--- src/rtl/refresh_timer.sv ---
module refresh_timer #(
  parameter int CNT_W = 7
) (
  input  logic clk,
  input  logic rst_n,
  input  logic rfsh_ack,
  output logic rfsh_req
);

  logic [CNT_W-1:0] cnt;
  logic             wrap;

  assign wrap = &cnt;

  always_ff @(posedge clk or negedge rst_n) begin
    if (!rst_n) cnt <= '0;
    else        cnt <= cnt + 1'b1;
  end

  always_ff @(posedge clk or negedge rst_n) begin
    if (!rst_n) rfsh_req <= 1'b0;
    else        rfsh_req <= wrap | (rfsh_req & ~rfsh_ack);
  end

endmodule

--- config.mk ---
export PLATFORM = sky130hd
export DESIGN_NAME = refresh_timer
export DESIGN_NICKNAME = d
export VERILOG_FILES = /design/src/rtl/refresh_timer.sv
export SDC_FILE = /design/constraint.sdc
export NUM_CORES = 1
export LEC_CHECK = 0
export BUFFER_PORTS_ARGS = -buffer_cell sky130_fd_sc_hd__buf_4
export CORE_AREA = 2 2 39 41
export DETAILED_ROUTE_END_ITERATION = 6
export DIE_AREA = 0 0 41 43
export PLACE_DENSITY_LB_ADDON = 0.25
export SLEW_MARGIN = 15
export SYNTH_ARGS = -nofsm -noshare
export SYNTH_HDL_FRONTEND = slang
export SYNTH_SLANG_ARGS = --single-unit
export TNS_END_PERCENT = 10
--- constraint.sdc ---
create_clock -name clk -period 1.18 [get_ports clk]
set_input_delay 0.118 -clock clk [delete_from_list [all_inputs] [get_ports clk]]
set_output_delay 0.118 -clock clk [all_outputs]
set_load 0.01 [all_outputs]
==> results.txt <==
Vias in the first global route - 164
Clk_lat worst skew - 0.25 ns
Worst Hold Depth - 3
Share of post-route cells with drive strength above 1 - 0.267
CP Class - flop to flop
WL per Instance - 8.65 um
Post-CTS Setup Inserts - 0
Top cell type's share of synthesized area - 0.648
Reg2Reg Depth - 4
Buffer depth of the longest clock path - 2
Die Span X - 41 um
Ports - 4
Worst Path Max Fanout - 4
Post-layout net count - 36
Core area - 1380 um^2
Post-Syn Instances - 23
Total power - 487 uW
Most frequent cells in the layout - dfrtp_1, xnor2_1, clkbuf_4, buf_4
Max_cap viols - 0
Row count - 14
Die ar. - 1760 um^2
Inserted Clock Buffers - 3
Least-Margin Pin Slew - 0.156 ns
Initial core utilization - 0.223
Hold Crit Class - input pin to flop
GRT Overall Usage - 0.0620
Most Crowded Layer GR - met3
Layout fillers - 144
Max-Slew Margin vs Limit - 0.896
Crit start category - flop
Largest net degree at the start of global routing - 9
CP endpoint kind - flop
GR Util met2 - 0.0719
Synth warn - 0
Top cells by area, synth - dfrtp_1, xnor2_1, xor2_1
Syn Area/Cell - 13.4 um^2
Mapped Nets - 27
Flops & latches, synth - 8
Initial antenna violation count - 0
Max Clock Skew - 0.00595 ns
Outcome - completed
PwrDens - 1270 nW/um^2
DRC violations left - 0
Sequential fraction of the synthesis area - 0.648
Final hold vios - 0
Clk sinks - 8
Post-layout min period - 1.07 ns
Leading cell type in the layout, fill and taps excluded - dfrtp_1
Met1 usage - 0.0669
Worst-path clk slew - 0.05 ns
CTS tree - built
Post-Syn Area - 309 um^2
Fmax - 0.935 GHz
Post-CTS Resized - 0
GRT met3 Usage - 0.0785
WP data arrival - 1.21 ns
Unrepaired setup endpoints after global routing - false
Max-slew violations - 0
Port Buffers - 3
DR pass1 iterations - 1
Grt total ovfl - 0
First-pass GRT wire length - 655 um
Routed vias - 180
Required @ worst endpoint - 1.32 ns
Area Growth Syn to Fin - 24.3%
Iter 0 DRT Violations - 0
Final ANT Viol Nets - 0
TNS Setup - 0 ns
Gp weighted congestion - 0.660
Final critical-path share of the clock period - 0.907
Post-synth top area cell - dfrtp_1
Final setup viols - 0
Routed wire length - 398 um
# diodes - 0
R2r setup slk - 0.11 ns
Die H - 43 um
CTS Root Cell - clkbuf_4
Peak supply drop - 591 uV
H-tree depth - 1
Cell variety after synth - 11
Vias per inst - 3.91
Pleak - 0.000200 uW
## per-layer routing
layer  vias up  part of all wire
li1         89                 -
met5         -                 0
met4         0                 0
met1        84              0.45
met2         7              0.43
met3         0              0.12
## worst max-delay path: stages, from the launching register on
cell	delay, ns
dfrtp_1	0.40
ha_1	0.24
nand3_2	0.09
nor2_2	0.05
a22o_1	0.18
## cell usage after synthesis (all sizes together)
library cell	instances
dfrtp	8
inv	2
and3	1
nor2	1
a22o	1
nand3	3
nand2	1
xnor2	3
xor2	2
ha	1
## kinds of logic after synthesis
kind of cell               share of synthesized area
DFF                                            0.648
and+or+nand+nor                                0.117
xor gates and xnor gates                       0.142
buffers and inverters                         0.0243
AOI/OAI and AO/OA                             0.0283
adders and majority gates                     0.0405
## flip-flops by register name, indices dropped and copies added (netlist names)
signal,cells
cnt,7
rfsh_req,1
## per-stage QoR
| stage | hold slack (ns) | setup WS, ns | instance area [um^2] | utilization | std cells |
|---|---|---|---|---|---|
| finish | 0.183 | 0.110 | 384 | 0.278 | 46 |
| global placement | -0.0622 | 0.116 | 352 | 0.254 | 42 |
| detailed placement | -0.0605 | 0.0957 | 352 | 0.254 | 42 |
| CTS | 0.178 | 0.0957 | 384 | 0.278 | 46 |
| global route | 0.176 | 0.0308 | 384 | 0.278 | 46 |
| floorplan | -0.178 | 0.160 | 309 | - | 23 |
## worst paths after layout
path	from	endpoint
min in group asynchronous	rst_n	cnt[4]
max in group asynchronous	rst_n	cnt[3]
hold / removal	rfsh_ack	rfsh_req
hold reg to reg	cnt[6]	cnt[6]
setup / recovery	cnt[0]	rfsh_req
setup reg to reg	cnt[0]	rfsh_req
## where the power goes
part | switching, uW | leakage (uW) | internal (uW)
sequential | 0 | 0.0000973 | 275
combinational | 6.13 | 0.0000888 | 6.67
clock | 83.8 | 0.0000138 | 116
## final cells by class
cell class / count / area [um^2] / area share
clock buffer: 3 / 22.5 / 0.0586
inverter: 2 / 7.51 / 0.0195
tap: 16 / 20.0 / 0.0521
multi-input combinational: 13 / 101 / 0.264
timing repair buffer: 4 / 32.5 / 0.0847
sequential: 8 / 200 / 0.521
## what timing repair did
action | in CTS | in global routing
endpoints found under the hold margin | 8 | 0
hold buffers | 1 | 0
setup endpoints to repair | 0 | 0
(Power assumes the default switching activity.)
